--- config.mk ---
export PLATFORM = sky130hd
export DESIGN_NAME = apb_wdt
export DESIGN_NICKNAME = d
export VERILOG_FILES = /design/src/rtl/wdt_pkg.sv /design/src/rtl/wdt_core.sv /design/src/rtl/wdt_regs.sv /design/src/rtl/wdt_out_sel.sv /design/src/rtl/apb_wdt.sv
export SDC_FILE = /design/constraint.sdc
export NUM_CORES = 1
export LEC_CHECK = 0
export BUFFER_PORTS_ARGS = -buffer_cell sky130_fd_sc_hd__clkbuf_2
export CORE_ASPECT_RATIO = 0.7
export CORE_MARGIN = 2
export CORE_UTILIZATION = 41
export CTS_CLUSTER_DIAMETER = 40
export DETAILED_ROUTE_END_ITERATION = 16
export PLACE_DENSITY = 0.68
export SYNTH_ARGS = -nofsm -noshare
export SYNTH_HDL_FRONTEND = slang
export SYNTH_SLANG_ARGS = --single-unit
--- constraint.sdc ---
create_clock -name pclk -period 3.43 [get_ports pclk]
set_input_delay 0.1715 -clock pclk [delete_from_list [all_inputs] [get_ports pclk]]
set_output_delay 0.1715 -clock pclk [all_outputs]
set_load 0.005 [all_outputs]
--- src/rtl/wdt_pkg.sv ---
package wdt_pkg;

  localparam int unsigned BUS_W = 32;

  localparam logic [11:0] OFS_RELOAD = 12'h000;
  localparam logic [11:0] OFS_COUNT  = 12'h004;
  localparam logic [11:0] OFS_CTRL   = 12'h008;
  localparam logic [11:0] OFS_ACK    = 12'h00C;
  localparam logic [11:0] OFS_RAW    = 12'h010;
  localparam logic [11:0] OFS_MASKED = 12'h014;
  localparam logic [11:0] OFS_KEY    = 12'hC00;
  localparam logic [11:0] OFS_TMODE  = 12'hF00;
  localparam logic [11:0] OFS_TDRIVE = 12'hF04;

  localparam logic [BUS_W-1:0] UNLOCK_KEY = 32'h1ACC_E551;

  // index of each output inside the two-bit output vectors
  localparam int unsigned OUT_RST = 0;
  localparam int unsigned OUT_IRQ = 1;
  localparam int unsigned N_OUT   = 2;

  typedef struct packed {
    logic reload_wr;
    logic ack_wr;
  } wdt_cmd_t;

endpackage

--- src/rtl/wdt_core.sv ---
module wdt_core
  import wdt_pkg::*;
#(
  parameter int unsigned CNT_W = 32
) (
  input  logic             clk,
  input  logic             rst_n,
  input  logic             tick_en,
  input  wdt_cmd_t         cmd,
  input  logic [CNT_W-1:0] wdata,
  output logic [CNT_W-1:0] count_o,
  output logic [CNT_W-1:0] reload_o,
  output logic             raw_o,
  output logic             rst_stat_o
);

  localparam logic [CNT_W-1:0] RELOAD_RST = {CNT_W{1'b1}};
  localparam logic [CNT_W-1:0] ZERO       = '0;

  logic [CNT_W-1:0] count_q, count_d;
  logic [CNT_W-1:0] reload_q, reload_d;
  logic             run_q, run_d;
  logic             raw_q, raw_d;
  logic             rstat_q, rstat_d;
  logic             tick_live;

  assign tick_live = tick_en && run_q;

  // next state: register commands take priority over the tick
  always_comb begin
    count_d  = count_q;
    reload_d = reload_q;
    run_d    = run_q;
    raw_d    = raw_q;
    rstat_d  = rstat_q;
    if (cmd.reload_wr) begin
      reload_d = wdata;
      count_d  = wdata;
      run_d    = 1'b1;
    end else if (cmd.ack_wr) begin
      raw_d   = 1'b0;
      count_d = reload_q;
    end else if (tick_live) begin
      if (count_q != ZERO) begin
        count_d = count_q - 1'b1;
      end else if (!raw_q) begin
        raw_d   = 1'b1;
        count_d = reload_q;
      end else begin
        rstat_d = 1'b1;
        run_d   = 1'b0;
      end
    end
  end

  always_ff @(posedge clk or negedge rst_n) begin
    if (!rst_n) begin
      count_q  <= RELOAD_RST;
      reload_q <= RELOAD_RST;
      run_q    <= 1'b1;
      raw_q    <= 1'b0;
      rstat_q  <= 1'b0;
    end else begin
      count_q  <= count_d;
      reload_q <= reload_d;
      run_q    <= run_d;
      raw_q    <= raw_d;
      rstat_q  <= rstat_d;
    end
  end

  assign count_o    = count_q;
  assign reload_o   = reload_q;
  assign raw_o      = raw_q;
  assign rst_stat_o = rstat_q;

  assert_decrement_R2: assert property (@(posedge clk) disable iff (!rst_n)
    (tick_live && !cmd.reload_wr && !cmd.ack_wr && count_q != ZERO)
      |=> (count_q == $past(count_q) - 1'b1));

  assert_hold_no_tick_R2: assert property (@(posedge clk) disable iff (!rst_n)
    (!tick_en && !cmd.reload_wr && !cmd.ack_wr) |=> $stable(count_q));

  assert_first_timeout_R3: assert property (@(posedge clk) disable iff (!rst_n)
    (tick_live && !cmd.reload_wr && !cmd.ack_wr && count_q == ZERO && !raw_q)
      |=> (raw_q && count_q == $past(reload_q)));

  assert_sticky_reset_R4: assert property (@(posedge clk) disable iff (!rst_n)
    rstat_q |=> rstat_q);

  assert_frozen_when_stopped_R4: assert property (@(posedge clk) disable iff (!rst_n)
    (!run_q && !cmd.reload_wr && !cmd.ack_wr) |=> $stable(count_q));

  assert_reload_write_R6: assert property (@(posedge clk) disable iff (!rst_n)
    cmd.reload_wr |=> (run_q && count_q == $past(wdata) && reload_q == $past(wdata)));

  assert_ack_clears_R7: assert property (@(posedge clk) disable iff (!rst_n)
    cmd.ack_wr |=> (!raw_q && count_q == $past(reload_q)));

endmodule

--- src/rtl/wdt_regs.sv ---
module wdt_regs
  import wdt_pkg::*;
#(
  parameter int unsigned ADDR_W = 12,
  parameter int unsigned CNT_W  = 32
) (
  input  logic              clk,
  input  logic              rst_n,
  input  logic              psel,
  input  logic              penable,
  input  logic              pwrite,
  input  logic [ADDR_W-1:0] paddr,
  input  logic [BUS_W-1:0]  pwdata,
  output logic [BUS_W-1:0]  prdata,
  input  logic [CNT_W-1:0]  count_i,
  input  logic [CNT_W-1:0]  reload_i,
  input  logic              raw_i,
  output wdt_cmd_t          cmd_o,
  output logic [CNT_W-1:0]  wdata_o,
  output logic              irq_en_o,
  output logic              rst_en_o,
  output logic              tmode_o,
  output logic [N_OUT-1:0]  tdrive_o
);

  logic hit_reload, hit_count, hit_ctrl, hit_ack, hit_raw;
  logic hit_masked, hit_key, hit_tmode, hit_tdrive;
  logic wr_access, wr_open;

  logic             irq_en_q, irq_en_d;
  logic             rst_en_q, rst_en_d;
  logic             lock_q, lock_d;
  logic             tmode_q, tmode_d;
  logic [N_OUT-1:0] tdrive_q, tdrive_d;

  assign hit_reload = (paddr == ADDR_W'(OFS_RELOAD));
  assign hit_count  = (paddr == ADDR_W'(OFS_COUNT));
  assign hit_ctrl   = (paddr == ADDR_W'(OFS_CTRL));
  assign hit_ack    = (paddr == ADDR_W'(OFS_ACK));
  assign hit_raw    = (paddr == ADDR_W'(OFS_RAW));
  assign hit_masked = (paddr == ADDR_W'(OFS_MASKED));
  assign hit_key    = (paddr == ADDR_W'(OFS_KEY));
  assign hit_tmode  = (paddr == ADDR_W'(OFS_TMODE));
  assign hit_tdrive = (paddr == ADDR_W'(OFS_TDRIVE));

  assign wr_access = psel && penable && pwrite;
  assign wr_open   = wr_access && !lock_q;

  assign cmd_o.reload_wr = wr_open && hit_reload;
  assign cmd_o.ack_wr    = wr_open && hit_ack;
  assign wdata_o         = pwdata[CNT_W-1:0];

  always_comb begin
    irq_en_d = irq_en_q;
    rst_en_d = rst_en_q;
    lock_d   = lock_q;
    tmode_d  = tmode_q;
    tdrive_d = tdrive_q;
    if (wr_access && hit_key) begin
      lock_d = (pwdata != UNLOCK_KEY);
    end
    if (wr_open && hit_ctrl) begin
      irq_en_d = pwdata[0];
      rst_en_d = pwdata[1];
    end
    if (wr_open && hit_tmode) begin
      tmode_d = pwdata[0];
    end
    if (wr_open && hit_tdrive) begin
      tdrive_d = pwdata[N_OUT-1:0];
    end
  end

  always_ff @(posedge clk or negedge rst_n) begin
    if (!rst_n) begin
      irq_en_q <= 1'b0;
      rst_en_q <= 1'b0;
      lock_q   <= 1'b0;
      tmode_q  <= 1'b0;
      tdrive_q <= '0;
    end else begin
      irq_en_q <= irq_en_d;
      rst_en_q <= rst_en_d;
      lock_q   <= lock_d;
      tmode_q  <= tmode_d;
      tdrive_q <= tdrive_d;
    end
  end

  // read mux: write-only and unmapped offsets fall through to zero
  always_comb begin
    prdata = '0;
    if (psel && !pwrite) begin
      unique case (1'b1)
        hit_reload: prdata = BUS_W'(reload_i);
        hit_count:  prdata = BUS_W'(count_i);
        hit_ctrl:   prdata = {{(BUS_W-2){1'b0}}, rst_en_q, irq_en_q};
        hit_raw:    prdata = {{(BUS_W-1){1'b0}}, raw_i};
        hit_masked: prdata = {{(BUS_W-1){1'b0}}, raw_i && irq_en_q};
        hit_key:    prdata = {{(BUS_W-1){1'b0}}, lock_q};
        hit_tmode:  prdata = {{(BUS_W-1){1'b0}}, tmode_q};
        default:    prdata = '0;
      endcase
    end
  end

  assign irq_en_o = irq_en_q;
  assign rst_en_o = rst_en_q;
  assign tmode_o  = tmode_q;
  assign tdrive_o = tdrive_q;

  assert_locked_ignore_R8: assert property (@(posedge clk) disable iff (!rst_n)
    (lock_q && wr_access && !hit_key)
      |=> ($stable(irq_en_q) && $stable(rst_en_q) && $stable(tmode_q) && $stable(tdrive_q)));

  assert_no_cmd_when_locked_R8: assert property (@(posedge clk) disable iff (!rst_n)
    lock_q |-> (!cmd_o.reload_wr && !cmd_o.ack_wr));

  assert_key_unlocks_R8: assert property (@(posedge clk) disable iff (!rst_n)
    (wr_access && hit_key && pwdata == UNLOCK_KEY) |=> !lock_q);

  assert_ro_write_ignored_R10: assert property (@(posedge clk) disable iff (!rst_n)
    (wr_access && !hit_key && !hit_ctrl && !hit_tmode && !hit_tdrive)
      |=> ($stable(irq_en_q) && $stable(rst_en_q) && $stable(tmode_q) && $stable(tdrive_q)));

endmodule

--- src/rtl/wdt_out_sel.sv ---
module wdt_out_sel
  import wdt_pkg::*;
(
  input  logic             tmode,
  input  logic [N_OUT-1:0] func_i,
  input  logic [N_OUT-1:0] tdrive_i,
  output logic [N_OUT-1:0] out_o
);

  for (genvar g = 0; g < N_OUT; g++) begin : g_pin
    assign out_o[g] = tmode ? tdrive_i[g] : func_i[g];
  end

endmodule

--- src/rtl/apb_wdt.sv ---
module apb_wdt
  import wdt_pkg::*;
#(
  parameter int unsigned ADDR_W = 12,
  parameter int unsigned CNT_W  = 32
) (
  input  logic              pclk,
  input  logic              presetn,
  input  logic              psel,
  input  logic              penable,
  input  logic              pwrite,
  input  logic [ADDR_W-1:0] paddr,
  input  logic [BUS_W-1:0]  pwdata,
  output logic [BUS_W-1:0]  prdata,
  output logic              pready,
  output logic              pslverr,
  input  logic              tick_en,
  output logic              wdt_irq,
  output logic              wdt_rst
);

  localparam int unsigned SYNC_STAGES = 2;

  logic [SYNC_STAGES-1:0] rsync_q;
  logic                   rst_n;

  // asynchronous assertion, release aligned to pclk
  always_ff @(posedge pclk or negedge presetn) begin
    if (!presetn) rsync_q <= '0;
    else          rsync_q <= {rsync_q[SYNC_STAGES-2:0], 1'b1};
  end
  assign rst_n = rsync_q[SYNC_STAGES-1];

  wdt_cmd_t         cmd;
  logic [CNT_W-1:0] wdata, count, reload;
  logic             raw, rst_stat, irq_en, rst_en, tmode;
  logic [N_OUT-1:0] tdrive, func, pins;

  wdt_regs #(.ADDR_W(ADDR_W), .CNT_W(CNT_W)) regs_i (
    .clk      (pclk),
    .rst_n    (rst_n),
    .psel     (psel),
    .penable  (penable),
    .pwrite   (pwrite),
    .paddr    (paddr),
    .pwdata   (pwdata),
    .prdata   (prdata),
    .count_i  (count),
    .reload_i (reload),
    .raw_i    (raw),
    .cmd_o    (cmd),
    .wdata_o  (wdata),
    .irq_en_o (irq_en),
    .rst_en_o (rst_en),
    .tmode_o  (tmode),
    .tdrive_o (tdrive)
  );

  wdt_core #(.CNT_W(CNT_W)) core_i (
    .clk        (pclk),
    .rst_n      (rst_n),
    .tick_en    (tick_en),
    .cmd        (cmd),
    .wdata      (wdata),
    .count_o    (count),
    .reload_o   (reload),
    .raw_o      (raw),
    .rst_stat_o (rst_stat)
  );

  always_comb begin
    func          = '0;
    func[OUT_IRQ] = raw && irq_en;
    func[OUT_RST] = rst_stat && rst_en;
  end

  wdt_out_sel sel_i (
    .tmode    (tmode),
    .func_i   (func),
    .tdrive_i (tdrive),
    .out_o    (pins)
  );

  assign wdt_irq = pins[OUT_IRQ];
  assign wdt_rst = pins[OUT_RST];
  assign pready  = 1'b1;
  assign pslverr = 1'b0;

  assert_rst_pin_holds_R4: assert property (@(posedge pclk) disable iff (!rst_n)
    (wdt_rst && !tmode) |=> (wdt_rst || !rst_en || tmode));

  assert_irq_needs_flag_R5: assert property (@(posedge pclk) disable iff (!rst_n)
    (wdt_irq && !tmode) |-> raw);

  assert_test_drive_R9: assert property (@(posedge pclk) disable iff (!rst_n)
    tmode |-> (wdt_irq == tdrive[OUT_IRQ] && wdt_rst == tdrive[OUT_RST]));

endmodule

* Word level (Yosys, flattened, before mapping)
Cells that the tools add are included.
** Storage, ports and cells
- Register bits :: 75
- Input port bits :: 50
- Output and inout bits :: 36
- Word-level logic and storage cells :: 70
** Cells by class
- Add/subtract/negate cells :: 1
- Equality and inequality tests :: 13
- Multiplexer cells :: 17
- Bitwise logic cells :: 3
- Reduce and logical (&&, ||, !) cells :: 25
** Operator list (number)
- case mux 32 bit (7 select lines) :: 1
- two-way mux 32 bit :: 6
- == test 12 bit, second input constant :: 3
- != test 32 x 29 -> 1 bit, second input constant :: 1
- nonzero test 32 bit :: 1
- subtractor 32 x 1 -> 32 bit, second input constant :: 1
- == test 12 x 4 -> 1 bit, second input constant :: 2
- == test 12 x 5 -> 1 bit, second input constant :: 2
- logical AND 1 bit :: 13
- == test 12 x 3 -> 1 bit, second input constant :: 1
- zero test 12 bit :: 1
- two-way mux 1 bit :: 10
- nonzero test 2 bit :: 3
- AND reduction 5 bit :: 1
- != test 2 bit, second input constant :: 2
- != test 4 bit, second input constant :: 1
- AND reduction 4 bit :: 1
- NOT 1 bit :: 3
- AND reduction 3 bit :: 1
- nonzero test 3 bit :: 1
- zero test 1 bit :: 2
- != test 2 x 1 -> 1 bit, second input constant :: 1
- AND reduction 2 bit :: 1

* Longest topological paths before layout
- Word-level depth :: 6
- Depth in mapped cells :: 10
- Gate-level depth less buffers :: 8

* By module
From an unflattened synthesis, not the netlist that was laid out.
** Second synthesis, totals
- Cell total of the unflattened synthesis :: 583
- Area total of the unflattened synthesis :: 5263.8 um2
** By module, submodules not included
- wdt_core :: instances 1, cells an instance 403, area each 3797.4 um2
- wdt_regs :: instances 1, cells an instance 170, area each 1358.8 um2
- apb_wdt :: instances 1, cells an instance 8, area each 85.1 um2
- wdt_out_sel :: instances 1, cells an instance 2, area each 22.5 um2

* Least setup slack after synthesis
No wires, ideal clock.
- Path type :: reg-to-reg
- Start :: register core_i.count_q[0], in the netlist core_i.count_o[0]
- End :: register core_i.count_q[16], in the netlist core_i.count_o[16]
- Library setup time :: 92 ps
- Arrival time :: 2190 ps
- Setup slack :: 1149 ps
- Cell stages (with the launch flop) :: 11
- Path buffers :: 2
- Cells stage by stage :: dfstp_2 -> clkbuf_1 -> inv_1 -> ha_1 -> nor2b_1 -> and4_1 -> nand3_1 -> buf_2 -> nand3_1 -> o311ai_0 -> o21ai_1
** On the way
- Word-level cells in the longest chain between the ends :: 5
- Elaborated cells on any way between the ends :: 8
- Classes of those cells :: add/sub (1); eq/ne (1); mux (4); reduce/logical (2)
** RTL lines
- start: declaration :: RTL line wdt_core.sv:20 : logic [CNT_W-1:0] count_q, count_d;
- start signal: assignment :: RTL line wdt_core.sv:64 : count_q <= count_d;
- subtractor 32 x 1 -> 32 bit / nonzero test 32 bit (equally long branches) :: RTL line wdt_core.sv:45, wdt_core.sv:44
- two-way mux 32 bit :: RTL line wdt_core.sv:44 : if (count_q != ZERO) begin
- two-way mux 32 bit :: RTL line wdt_core.sv:43 : end else if (tick_live) begin
- two-way mux 32 bit :: RTL line wdt_core.sv:40 : end else if (cmd.ack_wr) begin
- two-way mux 32 bit :: RTL line wdt_core.sv:36 : if (cmd.reload_wr) begin
Several ways; a longest one is shown, not always the timed one. The select of a mux whose other input is x is not followed.
A chain may end at the register's enable or synchronous reset.

* Final worst setup path
- Start :: register core_i.count_q[26], in the netlist core_i.count_o[26]
- End :: register core_i.count_q[25], in the netlist core_i.count_o[25]
** On the way
- Word-level cells in the longest chain between the ends :: 5
- Elaborated cells on any way between the ends :: 7
- Classes of those cells :: eq/ne (1); mux (4); reduce/logical (2)
** RTL lines (RTL line)
- nonzero test 32 bit (*) :: wdt_core.sv:44
- two-way mux 32 bit :: wdt_core.sv:44
- two-way mux 32 bit :: wdt_core.sv:43
- two-way mux 32 bit :: wdt_core.sv:40
- two-way mux 32 bit :: wdt_core.sv:36
Mark *: on every way between the ends. The rest lies on a longest branch, timed or not. The select of a mux whose other input is x is not followed.

==> out/metrics.yaml <==
outcome:
  status: "complete, no violations"
clock_tree:
  post_cts_buffers: 0
  cts_tree: "built"
  clock_path_buffers: 2
  clock_latency_ps: 340
  clkTransAtPathRegs_ps: 60
  htreeDepth: 3
  clock-root-buffer: "clkbuf_16"
  numClockSinks: 75
  cts_buffers: 9
timing:
  clock.fmax_mhz: 344
  finalSetupTns_ps: 0
  report.final.slew_viol_count: 0
  tightestPinTransition_ps: 1090
  min_period_ps: 2900
  hold_viol_final: 0
  period_share_pct: 84.6
  maxSlewHeadroom_pct: 27.2
  rsz0062_at_grt: "false"
  setup_viol: 0
  fin_skew_ps: 6.74
cells_and_area:
  antennaDiodeCount: 0
  drive_gt1_share_pct: 31.2
  seqCellArea_um2: 1960
  multi_input_area_um2: 2870
  nFillCells: 1127
  area_growth_pct: 19.4
  nets: 737
logic_synthesis:
  synthArstFlopShare_pct: 100
  synth-main-ff-cell: "dfstp_2"
  synth_top_area_share_pct: 33.8
  syn-instance-count: 608
  yosysMostFrequentCell: "nand2_1"
  syn_avg_cell_area_um2: 8.30
  synth_area_leader_cell: "dfstp_2"
  yosys_warnings: 0
  ys_seq_area_share_pct: 38.8
  synth_edf_count: 0
  ys_types: 70
  ys_top_cells_by_area: "dfstp_2 (34%), nand2_1 (8.6%), nor2_1 (5.2%), dfrtp_1 (5.0%), a22oi_1 (4.8%)"
  synthTopCellsByCount: "nand2_1 (115), nor2_1 (70), dfstp_2 (65)"
  ys_seq_elements: 75
  synth.cell_area_um2: 5050
critical_path:
  ff2ff_setup_slack_ps: 530
  worstSetupPathType: "flip-flop to flip-flop"
  r2r-end: "core_i.count_o[25]$_DFFE_PN1P_"
  worstPathArrival_ps: 3170
  required_ps: 3690
  path_max_fanout: 19
  end_kind: "flip-flop"
  ff2ff_path_depth: 7
  timing.rr.start: "core_i.count_o[26]$_DFFE_PN1P_"
  cp-start-kind: "flip-flop"
grt:
  antenna_found_initial: 0
  grt_pass1_vias: 5063
  grt_max_degree: 74
  grt.overflow.total: 0
  track_usage_pct: 26.3
  grt_first_pass_wirelength_um: 27500
route:
  via_per_inst: 6.27
  drt-total-wl_um: 17300
  ant_nets: 0
  vias: 5308
  drt-pass1-iter-count: 7
  initialDrtViolationCount: 480
  wire_per_inst_um: 20.4
  drc: 0
power:
  cellPowerDensity_nw_per_um2: 363
  power.total_uw: 2190
  p_leak_uw: 0.00252
  ir_worst_vdd_uv: 261
min_path:
  whs_endpoint: "core_i.reload_o[20]$_DFFE_PN1P_"
  hold_path.class: "input port to flip-flop"
  min-delay-start: "pwdata[20]"
  whs_path_depth: 3
job:
  max_cap_violations: 0
die:
  num_rows: 33
  die_x_um: 137
  pin_count: 86
  die-area_um2: 13200
  start_util_pct: 42.6
  fp.dieH_um: 96.8
  core_region_area_um2: 11900
place:
  gp_congestion: 0.959
  hpwl_um: 12300
  io_buffers: 83
-- critical path: stages, from the launching register on --
cell     delay [ps]
dfstp_2         390
nor4_2          670
nand4_2         420
nor4_4          520
o21a_1          260
buf_4           300
a41oi_1          70
a21o_1          180
-- layout by cell type (no fill, tap or decap), drive strengths merged, types with 4 or more instances in the layout --
cell type and count:
nand2 116, clkbuf 93, nor2 70, dfstp 65
o21ai 34, a22oi 32, nor4 26, buf 23
a31oi 20, nand3 19, nor3 19, a21oi 12
o211ai 12, nand4 10, dfrtp 10, nand4b 9
or4 8, inv 6, a222oi 6, a21o 6
or3 5, and2 5, and3 5, mux2 5
nor4bb 5, xnor2 5, o31ai 4, a22o 4
bufinv 4
-- area by class of cell --
type | instances | share of cell area [%]
Clock inverter | 6 | 2.26
Clock buffer | 10 | 3.97
Multi-Input combinational cell | 486 | 47.7
Timing Repair Buffer | 107 | 9.93
Tap cell | 157 | 3.26
Sequential cell | 75 | 32.5
Inverter | 6 | 0.374
-- state kept, by name, summed over array words and instances, names as in the netlist --
signal,flops
rsync_q,2
regs_i.rst_en_o,1
regs_i.tdrive_o,2
core_i.run_q,1
regs_i.tmode_o,1
regs_i.irq_en_o,1
core_i.raw_o,1
core_i.rst_stat_o,1
core_i.count_o,32
regs_i.lock_q,1
core_i.reload_o,32
-- metrics by stage --
stage	instance area, um^2	hold WS, ps	worst slack [ps]	instances	util (%)
finish	6020	34.1	527	847	50.8
global route	6020	45.9	387	847	50.8
CTS	6020	28.2	628	847	50.8
detailed placement	5640	-40.1	598	830	47.6
global placement	5640	-43.2	658	830	47.6
floorplan	5050	-124	1150	609	-
-- logic make-up after synthesis --
kind of cell    after synthesis  synth area share, %
compound gates              155                 21.4
xor+xnor                      8                 1.39
fa+ha+maj                     2                0.496
buf+inv                      48                 4.66
flops                        75                 38.8
mux                           7                 1.51
other cells                   2                0.149
simple gates                311                 31.6
-- how the worst max path moves through the flow --
stage                                   startpoint                         endpoint  cells after the start
floorplan            core_i.count_o[0]$_DFFE_PN1P_   core_i.count_o[16]$_DFFE_PN1P_                     10
detailed placement                        paddr[1]   core_i.count_o[31]$_DFFE_PN1P_                      7
global route        core_i.count_o[26]$_DFFE_PN1P_   core_i.count_o[15]$_DFFE_PN1P_                      7
global placement                          paddr[1]  core_i.reload_o[21]$_DFFE_PN1P_                      6
finish              core_i.count_o[26]$_DFFE_PN1P_   core_i.count_o[25]$_DFFE_PN1P_                      7
CTS                 core_i.count_o[26]$_DFFE_PN1P_   core_i.count_o[15]$_DFFE_PN1P_                      7
-- routing by layer --
| layer | track usage, % | part of all wire, % | vias to the layer above |
|---|---|---|---|
| li1 | - | - | 2420 |
| met1 | 38.9 | 46 | 2563 |
| met2 | 38.1 | 43 | 300 |
| met3 | 6.66 | 10 | 25 |
| met4 | 6.81 | 1.3 | 0 |
| met5 | 0 | 0 | - |
-- repair_timing --
action,in CTS,in global routing
gates resized for setup,0,0
hold buffers,1,0
hold endpoints to repair,2,0
-- where the power goes --
| part | internal [uW] | switching, uW |
|---|---|---|
| combinational | 38.7 | 64.2 |
| sequential | 891 | 1.00 |
| clock | 806 | 389 |
Power figures use the tool's default switching activity.
